<file path="src/rtl/gpio_bank_pkg.sv">
// Package: shared register offsets and register-select decode for the
// GPIO bank. Assumes byte addressing with 32-bit registers on 4-byte
// boundaries.
package gpio_bank_pkg;

    localparam int ADDR_W = 8;

    localparam logic [ADDR_W-1:0] OFS_OUT   = 8'h00;
    localparam logic [ADDR_W-1:0] OFS_DIR   = 8'h04;
    localparam logic [ADDR_W-1:0] OFS_BLINK = 8'h08;
    localparam logic [ADDR_W-1:0] OFS_POL   = 8'h0C;
    localparam logic [ADDR_W-1:0] OFS_DIN   = 8'h10;
    localparam logic [ADDR_W-1:0] OFS_CAUSE = 8'h14;
    localparam logic [ADDR_W-1:0] OFS_EMASK = 8'h18;
    localparam logic [ADDR_W-1:0] OFS_LMASK = 8'h1C;

    typedef enum logic [3:0] {
        SEL_OUT,
        SEL_DIR,
        SEL_BLINK,
        SEL_POL,
        SEL_DIN,
        SEL_CAUSE,
        SEL_EMASK,
        SEL_LMASK,
        SEL_NONE
    } reg_sel_e;

    // Map a byte offset onto a register select; unmapped offsets give SEL_NONE.
    function automatic reg_sel_e decode_addr(input logic [ADDR_W-1:0] a);
        reg_sel_e s;
        case (a)
            OFS_OUT:   s = SEL_OUT;
            OFS_DIR:   s = SEL_DIR;
            OFS_BLINK: s = SEL_BLINK;
            OFS_POL:   s = SEL_POL;
            OFS_DIN:   s = SEL_DIN;
            OFS_CAUSE: s = SEL_CAUSE;
            OFS_EMASK: s = SEL_EMASK;
            OFS_LMASK: s = SEL_LMASK;
            default:   s = SEL_NONE;
        endcase
        return s;
    endfunction

endpackage

</file>
<file path="src/rtl/gpio_cfg_regs.sv">
// Module: gpio_cfg_regs
// Holds the six software-written configuration registers of the bank:
// output data, direction, blink enable, input polarity, edge mask and
// level mask. Assumes the caller has already decoded the address into a
// register select. A write lands on the rising edge where wr_en is high.
module gpio_cfg_regs
    import gpio_bank_pkg::*;
#(
    parameter int NUM_PINS = 32
) (
    input  logic                clk,
    input  logic                rst_n,
    input  logic                wr_en,
    input  reg_sel_e            wr_sel,
    input  logic [NUM_PINS-1:0] wr_data,
    output logic [NUM_PINS-1:0] out_q,
    output logic [NUM_PINS-1:0] dir_q,
    output logic [NUM_PINS-1:0] blink_q,
    output logic [NUM_PINS-1:0] pol_q,
    output logic [NUM_PINS-1:0] emask_q,
    output logic [NUM_PINS-1:0] lmask_q
);

    localparam logic [NUM_PINS-1:0] ALL_IN = '1;

    // Output data register.
    always_ff @(posedge clk) begin
        if (!rst_n)                          out_q <= '0;
        else if (wr_en && wr_sel == SEL_OUT) out_q <= wr_data;
    end

    // Direction register: 1 = input, resets with every pin as an input.
    always_ff @(posedge clk) begin
        if (!rst_n)                          dir_q <= ALL_IN;
        else if (wr_en && wr_sel == SEL_DIR) dir_q <= wr_data;
    end

    // Blink enable register.
    always_ff @(posedge clk) begin
        if (!rst_n)                            blink_q <= '0;
        else if (wr_en && wr_sel == SEL_BLINK) blink_q <= wr_data;
    end

    // Input polarity register.
    always_ff @(posedge clk) begin
        if (!rst_n)                          pol_q <= '0;
        else if (wr_en && wr_sel == SEL_POL) pol_q <= wr_data;
    end

    // Edge interrupt mask register.
    always_ff @(posedge clk) begin
        if (!rst_n)                            emask_q <= '0;
        else if (wr_en && wr_sel == SEL_EMASK) emask_q <= wr_data;
    end

    // Level interrupt mask register.
    always_ff @(posedge clk) begin
        if (!rst_n)                            lmask_q <= '0;
        else if (wr_en && wr_sel == SEL_LMASK) lmask_q <= wr_data;
    end

endmodule

</file>
<file path="src/rtl/gpio_in_sync.sv">
// Module: gpio_in_sync
// Brings asynchronous pin levels into the clock domain with two flops,
// applies the per-pin polarity inversion and flags 0-to-1 transitions of
// the adjusted value. Assumes each pin is an independent signal; no
// cross-pin coherence is provided.
module gpio_in_sync #(
    parameter int NUM_PINS  = 32,
    parameter int SYNC_LVLS = 2
) (
    input  logic                clk,
    input  logic                rst_n,
    input  logic [NUM_PINS-1:0] pin_in,
    input  logic [NUM_PINS-1:0] pol,
    output logic [NUM_PINS-1:0] adj,
    output logic [NUM_PINS-1:0] rise
);

    logic [NUM_PINS-1:0] sync_q [SYNC_LVLS];
    logic [NUM_PINS-1:0] prev_q;

    // Synchronizer chain: stage 0 samples the pins, later stages follow it.
    generate
        for (genvar s = 0; s < SYNC_LVLS; s++) begin : g_stage
            always_ff @(posedge clk) begin
                if (!rst_n)      sync_q[s] <= '0;
                else if (s == 0) sync_q[s] <= pin_in;
                else             sync_q[s] <= sync_q[(s == 0) ? 0 : s-1];
            end
        end
    endgenerate

    assign adj  = sync_q[SYNC_LVLS-1] ^ pol;
    assign rise = adj & ~prev_q;

    // Previous adjusted value, used for edge detection.
    always_ff @(posedge clk) begin
        if (!rst_n) prev_q <= '0;
        else        prev_q <= adj;
    end

endmodule

</file>
<file path="src/rtl/gpio_edge_cause.sv">
// Module: gpio_edge_cause
// Sticky edge-cause register. A bit is set by a detected edge and cleared
// by a software write carrying a 0 in that bit. Assumes clr_en is high only
// for a write to the cause offset. A new edge beats a clear on the same cycle.
module gpio_edge_cause #(
    parameter int NUM_PINS = 32
) (
    input  logic                clk,
    input  logic                rst_n,
    input  logic [NUM_PINS-1:0] rise,
    input  logic                clr_en,
    input  logic [NUM_PINS-1:0] clr_data,
    output logic [NUM_PINS-1:0] cause_q
);

    logic [NUM_PINS-1:0] keep;

    assign keep = clr_en ? clr_data : '1;

    // Keep the surviving bits, then OR in the new edges so edges win.
    always_ff @(posedge clk) begin
        if (!rst_n) cause_q <= '0;
        else        cause_q <= (cause_q & keep) | rise;
    end

endmodule

</file>
<file path="src/rtl/gpio_irq_group.sv">
// Module: gpio_irq_group
// Combines level and masked edge causes per pin and ORs each block of
// GROUP_SIZE pins into one interrupt line. Purely combinational. Assumes
// NUM_PINS is a multiple of GROUP_SIZE.
module gpio_irq_group #(
    parameter int NUM_PINS   = 32,
    parameter int GROUP_SIZE = 8,
    localparam int NUM_GROUPS = NUM_PINS / GROUP_SIZE
) (
    input  logic [NUM_PINS-1:0]   adj,
    input  logic [NUM_PINS-1:0]   lmask,
    input  logic [NUM_PINS-1:0]   cause,
    input  logic [NUM_PINS-1:0]   emask,
    output logic [NUM_GROUPS-1:0] irq
);

    logic [NUM_PINS-1:0] pin_cause;

    assign pin_cause = (adj & lmask) | (cause & emask);

    // One OR-reduction per group of pins.
    generate
        for (genvar g = 0; g < NUM_GROUPS; g++) begin : g_grp
            assign irq[g] = |pin_cause[g*GROUP_SIZE +: GROUP_SIZE];
        end
    endgenerate

endmodule

</file>
<file path="src/rtl/gpio_irq_bank.sv">
// Module: gpio_irq_bank (top)
// GPIO bank: configuration registers, synchronized and polarity-adjusted
// inputs, sticky edge causes, pad drive with blink gating and grouped
// interrupt outputs. Assumes a single-cycle register port with combinational
// read data. Write data is as wide as the pin count.
module gpio_irq_bank
    import gpio_bank_pkg::*;
#(
    parameter int NUM_PINS   = 32,
    parameter int GROUP_SIZE = 8
) (
    input  logic                           clk,
    input  logic                           rst_n,
    input  logic [ADDR_W-1:0]              reg_addr,
    input  logic                           reg_we,
    input  logic [NUM_PINS-1:0]            reg_wdata,
    output logic [NUM_PINS-1:0]            reg_rdata,
    input  logic [NUM_PINS-1:0]            pin_in,
    input  logic                           blink_tick,
    output logic [NUM_PINS-1:0]            pad_oe,
    output logic [NUM_PINS-1:0]            pad_out,
    output logic [NUM_PINS/GROUP_SIZE-1:0] irq_out
);

    reg_sel_e            sel;
    logic [NUM_PINS-1:0] out_q, dir_q, blink_q, pol_q;
    logic [NUM_PINS-1:0] edge_mask, level_mask;
    logic [NUM_PINS-1:0] adj_vec, rise_vec, cause_q;
    logic                cause_clr;

    assign sel       = decode_addr(reg_addr);
    assign cause_clr = reg_we && (sel == SEL_CAUSE);

    gpio_cfg_regs #(.NUM_PINS(NUM_PINS)) u_cfg (
        .clk     (clk),
        .rst_n   (rst_n),
        .wr_en   (reg_we),
        .wr_sel  (sel),
        .wr_data (reg_wdata),
        .out_q   (out_q),
        .dir_q   (dir_q),
        .blink_q (blink_q),
        .pol_q   (pol_q),
        .emask_q (edge_mask),
        .lmask_q (level_mask)
    );

    gpio_in_sync #(.NUM_PINS(NUM_PINS), .SYNC_LVLS(2)) u_sync (
        .clk    (clk),
        .rst_n  (rst_n),
        .pin_in (pin_in),
        .pol    (pol_q),
        .adj    (adj_vec),
        .rise   (rise_vec)
    );

    gpio_edge_cause #(.NUM_PINS(NUM_PINS)) u_cause (
        .clk      (clk),
        .rst_n    (rst_n),
        .rise     (rise_vec),
        .clr_en   (cause_clr),
        .clr_data (reg_wdata),
        .cause_q  (cause_q)
    );

    gpio_irq_group #(.NUM_PINS(NUM_PINS), .GROUP_SIZE(GROUP_SIZE)) u_irq (
        .adj   (adj_vec),
        .lmask (level_mask),
        .cause (cause_q),
        .emask (edge_mask),
        .irq   (irq_out)
    );

    // Pad drive per pin: enable from direction, value gated by blink.
    generate
        for (genvar i = 0; i < NUM_PINS; i++) begin : g_pad
            assign pad_oe[i]  = ~dir_q[i];
            assign pad_out[i] = out_q[i] & (~blink_q[i] | blink_tick);
        end
    endgenerate

    // Read-back multiplexer; unmapped offsets read as zero.
    always_comb begin
        case (sel)
            SEL_OUT:   reg_rdata = out_q;
            SEL_DIR:   reg_rdata = dir_q;
            SEL_BLINK: reg_rdata = blink_q;
            SEL_POL:   reg_rdata = pol_q;
            SEL_DIN:   reg_rdata = adj_vec;
            SEL_CAUSE: reg_rdata = cause_q;
            SEL_EMASK: reg_rdata = edge_mask;
            SEL_LMASK: reg_rdata = level_mask;
            default:   reg_rdata = '0;
        endcase
    end

endmodule

</file>
<file path="config.mk">
export PLATFORM = sky130hd
export DESIGN_NAME = gpio_irq_bank
export DESIGN_NICKNAME = d
export VERILOG_FILES = /design/src/rtl/gpio_bank_pkg.sv /design/src/rtl/gpio_cfg_regs.sv /design/src/rtl/gpio_in_sync.sv /design/src/rtl/gpio_edge_cause.sv /design/src/rtl/gpio_irq_group.sv /design/src/rtl/gpio_irq_bank.sv
export SDC_FILE = /design/constraint.sdc
export NUM_CORES = 1
export LEC_CHECK = 0
export BUFFER_PORTS_ARGS = -buffer_cell sky130_fd_sc_hd__buf_2
export CORE_MARGIN = 2
export CORE_UTILIZATION = 62
export CTS_CLUSTER_DIAMETER = 150
export DETAILED_ROUTE_END_ITERATION = 10
export PLACE_DENSITY = 0.85
export SLEW_MARGIN = 30
export SYNTH_ARGS = -nofsm -noshare
export SYNTH_HDL_FRONTEND = slang
export SYNTH_SLANG_ARGS = --single-unit
</file>
<file path="constraint.sdc">
create_clock -name clk -period 3.1 [get_ports clk]
set_input_delay 0.155 -clock clk [delete_from_list [all_inputs] [get_ports clk]]
set_output_delay 0.155 -clock clk [all_outputs]
set_load 0.01 [all_outputs]
</file>
[Word-level counts from Yosys, hierarchy flattened]
Memory sizes are Yosys's and may differ from the RTL's.
Index checks and enable logic that the tools add are counted.
Widths: inputs -> output; s select.
Word-level totals
  bits in registers: 256
  bits in latches: 0
  memory bits (writable): 64
  ROM bits: 128
  bits of input ports: 76
  output and inout bits: 100
  memories kept: 2
Cells by class
  add/sub/neg operators: 0
  multiply operators: 0
  div/mod/pow operators: 0
  order comparisons: 0
  eq/ne operators: 7
  shift-type cells: 0
  mux-type cells: 7
  bitwise operators: 138
  reduce and logical (&&, ||, !) cells: 13
Memory list
  (no name shown): depth 32, width 4, rd ports 1, clocked after Yosys merged registers in 0, write ports 0, line gpio_bank_pkg.sv:32  | case (a)
  u_sync.sync_q: depth 2, width 32, rd ports 2, clocked after Yosys merged registers in 0, write ports 2, line gpio_in_sync.sv:18  | logic [NUM_PINS-1:0] sync_q [SYNC_LVLS];
Operator list (number)
  $pmux 32 s8: 1
  $and 32x32->32: 4
  $mux 32: 3
  $not 1->1: 64
  $or 32x32->32: 2
  $or 1x1->1: 34
  $and 1x1->1: 32
  $not 32->32: 1
  $reduce_or 8->1: 4
  $xor 32x32->32: 1
  $eq 4x3->1 const B: 4
  $eq 4x2->1 const B: 2
  $logic_and 1x1->1: 7
  $eq 4x1->1 const B: 1
  $logic_not 4->1: 1
  $mux 4: 1
  $logic_not 3->1: 1
  $mux 1: 2

[Longest topological paths before layout]
  word-level depth: 7
  mapped depth: 7

[By module]
Synthesis repeated with hierarchy kept, for this count alone.
Unflattened totals
  cell total of the unflattened synthesis: 1550
  area total of the unflattened synthesis: 14762.9 µm²
By module, submodules not included
  gpio_cfg_regs: times used 1, cells an instance 698, area each 7199.4 µm², seq. area each 3843.7 µm²
  gpio_in_sync: times used 1, cells an instance 266, area each 3084.2 µm², seq. area each 1921.8 µm²
  gpio_irq_bank: times used 1, cells an instance 416, area each 2703.8 µm², seq. area each 0.0 µm²
  gpio_edge_cause: times used 1, cells an instance 134, area each 1370.1 µm², seq. area each 640.6 µm²
  gpio_irq_group: times used 1, cells an instance 36, area each 405.4 µm², seq. area each 0.0 µm²

[Least setup slack after synthesis]
Ideal clock, no wire load.
  kind: input-to-output
  start point: input port reg_addr[3]
  end point: output port reg_rdata[28]
  data arrival time: 1.447 ns
  data required time: 2.945 ns
  path slack: 1.498 ns
  stages on the path: 5
  buffers on the path: 2
  cell sequence: buf_2 > buf_2 > mux4_2 > a22oi_1 > nand2_1
Between the ends
  longest elaborated chain between the ends: 4
Ends and longest elaborated chain
  start: declaration: line gpio_irq_bank.sv:14  | input logic [ADDR_W-1:0] reg_addr,
  $mem_v2 32x4 *
  $mux 4 *: line gpio_bank_pkg.sv:32
  $eq 4x3->1, or another cell as far along: line gpio_irq_bank.sv:84  | case (sel)
  $pmux 32 s8 *: line gpio_irq_bank.sv:84
  end: declaration: line gpio_irq_bank.sv:17  | output logic [NUM_PINS-1:0] reg_rdata,
Mark *: on every way between the ends. The rest lies on a longest branch, timed or not.

[Worst setup path in the final report]
  start point: input port reg_addr[3]
  end point: output port reg_rdata[8]
The elaborated chain is that of the path after synthesis.

==> results.rst <==
.. list-table::
   :header-rows: 1

   * - Metric
     - Value
   * - Status
     - finished clean
   * - Initial core utilization
     - 0.636
   * - Final estimated routing congestion in global placement
     - between 0.9 and 1
   * - TritonCTS Buffers
     - 34
   * - Number of global-route vias before repair
     - around 12000
   * - Category of the most critical setup path
     - in -> out
   * - Synth Area in Adders
     - 0
   * - Data arrival time of the critical path
     - 2.32 ns
   * - Total number of clock tree sinks
     - 320
   * - Total setup buffers inserted after CTS
     - 0
   * - Post-detail-place hpwl
     - 25.4 mm
   * - RSZ-0062 raised after global routing
     - false
   * - Max Cap Violations
     - 0
   * - Cell Area, Synth
     - 0.0140 mm²
   * - TritonCTS clock tree
     - done
   * - GRT overflow
     - 0
   * - Setup TNS
     - 0 ns
   * - Iteration-0 DRC Markers
     - ~1200
   * - Sequential cell area
     - 0.00641 mm²
   * - Critical Path RT
     - around 2.9 ns
   * - Post-synth top area share
     - 0.458
   * - Number of buffers on the longest clock path
     - 3
   * - Synth Register Bits
     - 320
   * - Total GRT Usage
     - 0.339
   * - CTS Root Buffer Type
     - sky130_fd_sc_hd__clkbuf_16
   * - IR Drop Worst-Case VDD
     - 0.354 mV
   * - Leakage power summed over all cells
     - 7.65 nW
   * - Number of port buffers
     - about 180
   * - I/O Pins
     - approximately 180
   * - Multiplexer fraction of the synthesized cell area
     - 0.167
   * - Maximum clock frequency
     - a little over 400 MHz
   * - Number of inserted diodes
     - 0
   * - Number of nets with antenna violations after routing
     - 0
   * - Number of buffers added to fix hold violations after cts
     - 64
   * - Number of hold violations in the final report
     - 0
   * - Setup ws final
     - between 0.6 and 0.7 ns
   * - Setup violators final
     - 0
   * - Path class of the lowest-slack min-delay path
     - in -> reg
   * - Number of pins with negative max-slew slack in the final report
     - 0
   * - Number of vias in the routed layout
     - 12200
   * - Warnings from Yosys
     - 0
   * - Largest driver fanout on the critical path
     - 30
   * - Die Y
     - 154 µm
   * - Row Count
     - 54
   * - Core area
     - roughly 0.022 mm²
   * - Unique cell type count in the Yosys netlist
     - 38
   * - DR pass1 iterations
     - 5
   * - Dominant combinational cell family by area after synthesis
     - simple AND/OR/NAND/NOR gates
   * - Share of the yosys chip area belonging to registers
     - 0.458
   * - Minimum period implied by the final worst setup slack
     - 2.47 ns
   * - Synth area leaders
     - sky130_fd_sc_hd__dfxtp_1, sky130_fd_sc_hd__mux2i_1, sky130_fd_sc_hd__nand2_1
   * - Number of flip-flops in the largest register
     - 64
   * - Relative slew margins
     - 0.339
   * - Die extent in x
     - 154 µm
   * - Insertion delay to the later sink of the worst-skew pair
     - ~0.51 ns
   * - Via density
     - 6.16
   * - Final routed DRC violation total
     - 0
   * - Synthesized area per cell
     - 9.48 µm²
   * - Post-Place Worst Slack
     - 0.712 ns
   * - Clk slew on worst S/H paths
     - ~0.060 ns
   * - Post-layout net count
     - between 1500 and 2000
   * - Total wire length
     - 40.8 mm
   * - Number of antenna violations at the first check in global routing
     - 0
   * - Global-route wire length before repair
     - between 60 and 70 mm
   * - Largest net degree at the start of global routing
     - between 100 and 150
   * - Skew final
     - between 0.01 and 0.015 ns
   * - Number of levels in the clock H-tree
     - 2
   * - Synthesized-area fraction occupied by ao, oa, aoi and oai cells
     - 0.109
   * - Crit share post-route
     - 0.798
   * - Number of filler instances in the final layout
     - 1398
   * - Total power density per cell area
     - 525 mW/mm²
   * - Post-synthesis cell count
     - 1475
   * - Fraction of final layout cells with drive strength greater than 1
     - 0.177
   * - Multi-input gate area in the final layout
     - 0.00690 mm²
   * - Area leader, netlist
     - sky130_fd_sc_hd__dfxtp_1
   * - Net count of the mapped netlist
     - roughly 1600
   * - Share of the synthesized netlist area taken by xor and xnor gates
     - 0.0395
   * - Worst setup EP type
     - output port
   * - Simple logic cell fraction of the synthesized area
     - 0.177
   * - Sort of element at the start of the critical path
     - primary input
   * - CTS-repair resized insts
     - 0
   * - Average wire per cell in the routed design
     - 20.6 µm
   * - Reg with most FFs
     - u_sync.sync_q
   * - Area of the die
     - 0.0238 mm²
   * - Area overhead of the layout relative to synthesis
     - 20.0%
   * - Slew at the pin closest to its max-slew limit
     - 0.991 ns
-- where the power goes --
part / switching (mW) / internal, mW
clock: 1.60 / 2.43
combinational: 0.309 / 0.233
sequential: 0.0482 / 4.19
-- worst paths after layout --
check | from | endpoint | slack, ns | cells past startpoint
setup / recovery | reg_addr[3] | reg_rdata[8] | 0.63 | 6
hold / removal | rst_n | u_cfg.dir_q[14] | 0.12 | 2
setup reg to reg | u_cfg.pol_q[15] | u_cause.cause_q[15] | 1.98 | 4
hold reg to reg | u_sync.sync_q[0][11] | u_sync.sync_q[1][11] | 0.43 | 1
-- through the flow --
stage	cells	power, mW	cell area [µm²]	util	hold slack [ns]
2_1_floorplan	1475	4.60	14000	-	0.282
3_3_place_gp	1857	4.77	15000	0.684	0.360
3_5_place_dp	1857	4.79	15000	0.684	0.363
4_1_cts	1979	8.79	16800	0.764	0.108
5_1_grt	1979	9.02	16800	0.764	0.144
6_report	1979	8.80	16800	0.764	0.116
-- final cells by class --
class / count / area share
timing repair buffer: 270 / 0.113
clock inverter: 7 / 0.00530
clock buffer: 51 / 0.0606
sequential: 320 / 0.382
multi-input combinational: 1017 / 0.411
tap: 280 / 0.0209
inverter: 34 / 0.00761
-- routing by layer --
metal,part of all wire,GRT usage,vias up
met1,0.38,0.413,5824
met3,0.089,0.0730,162
met4,0.046,0.166,0
met2,0.48,0.571,703
met5,0,0,-
li1,-,-,5494
-- layout by cell type (no fill, tap or decap), types with 3 or more instances in the layout --
cell	count
sky130_fd_sc_hd__xor2_1	32
sky130_fd_sc_hd__mux4_2	33
sky130_fd_sc_hd__and3_1	5
sky130_fd_sc_hd__a21boi_0	34
sky130_fd_sc_hd__nand2b_1	3
sky130_fd_sc_hd__inv_1	34
sky130_fd_sc_hd__nor3_1	31
sky130_fd_sc_hd__nor2_1	125
sky130_fd_sc_hd__o21ai_0	85
sky130_fd_sc_hd__and2_1	98
sky130_fd_sc_hd__xnor2_1	31
sky130_fd_sc_hd__dlygate4sd3_1	64
sky130_fd_sc_hd__clkbuf_16	35
sky130_fd_sc_hd__nand3_1	37
sky130_fd_sc_hd__clkbuf_8	8
sky130_fd_sc_hd__o21ai_1	11
sky130_fd_sc_hd__nand2_1	222
sky130_fd_sc_hd__clkinv_2	4
sky130_fd_sc_hd__mux2i_1	159
sky130_fd_sc_hd__buf_2	173
sky130_fd_sc_hd__a22oi_1	39
sky130_fd_sc_hd__dfxtp_1	320
sky130_fd_sc_hd__a22o_1	13
sky130_fd_sc_hd__buf_12	10
sky130_fd_sc_hd__a221oi_1	12
sky130_fd_sc_hd__o32ai_1	30
sky130_fd_sc_hd__clkbuf_1	8
sky130_fd_sc_hd__buf_4	22
-- cells in the mapped netlist --
master	n
sky130_fd_sc_hd__a22oi_1	39
sky130_fd_sc_hd__clkbuf_1	64
sky130_fd_sc_hd__nand4_1	1
sky130_fd_sc_hd__nand2b_1	3
sky130_fd_sc_hd__xor2_1	32
sky130_fd_sc_hd__nor2b_1	2
sky130_fd_sc_hd__a22o_1	13
sky130_fd_sc_hd__nor4_4	1
sky130_fd_sc_hd__xnor2_1	31
sky130_fd_sc_hd__a21boi_0	34
sky130_fd_sc_hd__nand2_1	222
sky130_fd_sc_hd__buf_1	5
sky130_fd_sc_hd__o22ai_1	1
sky130_fd_sc_hd__mux4_2	33
sky130_fd_sc_hd__nor4b_4	1
sky130_fd_sc_hd__buf_2	16
sky130_fd_sc_hd__or4b_2	1
sky130_fd_sc_hd__and3_1	7
sky130_fd_sc_hd__nor3b_1	1
sky130_fd_sc_hd__nor2_1	125
sky130_fd_sc_hd__inv_1	34
sky130_fd_sc_hd__a221oi_1	12
sky130_fd_sc_hd__mux2i_1	159
sky130_fd_sc_hd__o21ai_0	85
sky130_fd_sc_hd__buf_6	9
sky130_fd_sc_hd__o21ai_1	11
sky130_fd_sc_hd__buf_4	4
sky130_fd_sc_hd__nor3_2	1
sky130_fd_sc_hd__nand3_4	2
sky130_fd_sc_hd__or3_1	1
sky130_fd_sc_hd__nor3_1	31
sky130_fd_sc_hd__and2_1	98
sky130_fd_sc_hd__dfxtp_1	320
sky130_fd_sc_hd__buf_8	6
sky130_fd_sc_hd__or4_4	1
sky130_fd_sc_hd__nand3_1	38
sky130_fd_sc_hd__nor2_4	1
sky130_fd_sc_hd__o32ai_1	30
-- worst max-delay path: stages --
cell	delay [ns]
sky130_fd_sc_hd__buf_2	0.37
sky130_fd_sc_hd__or4b_2	1.08
sky130_fd_sc_hd__o32ai_1	0.29
sky130_fd_sc_hd__a22oi_1	0.13
sky130_fd_sc_hd__nand2_1	0.12
sky130_fd_sc_hd__buf_2	0.14
-- logic make-up (layout without fill, tap and decap cells) --
logic type / after synthesis / after routing
AND/OR/NAND/NOR: 537 / 537
flip-flops: 320 / 320
AO/OA/AOI/OAI: 225 / 225
multiplexers: 192 / 192
buffers and inverters: 138 / 362
XOR/XNOR: 63 / 63
Note: power is estimated with default switching activity, not from simulation.
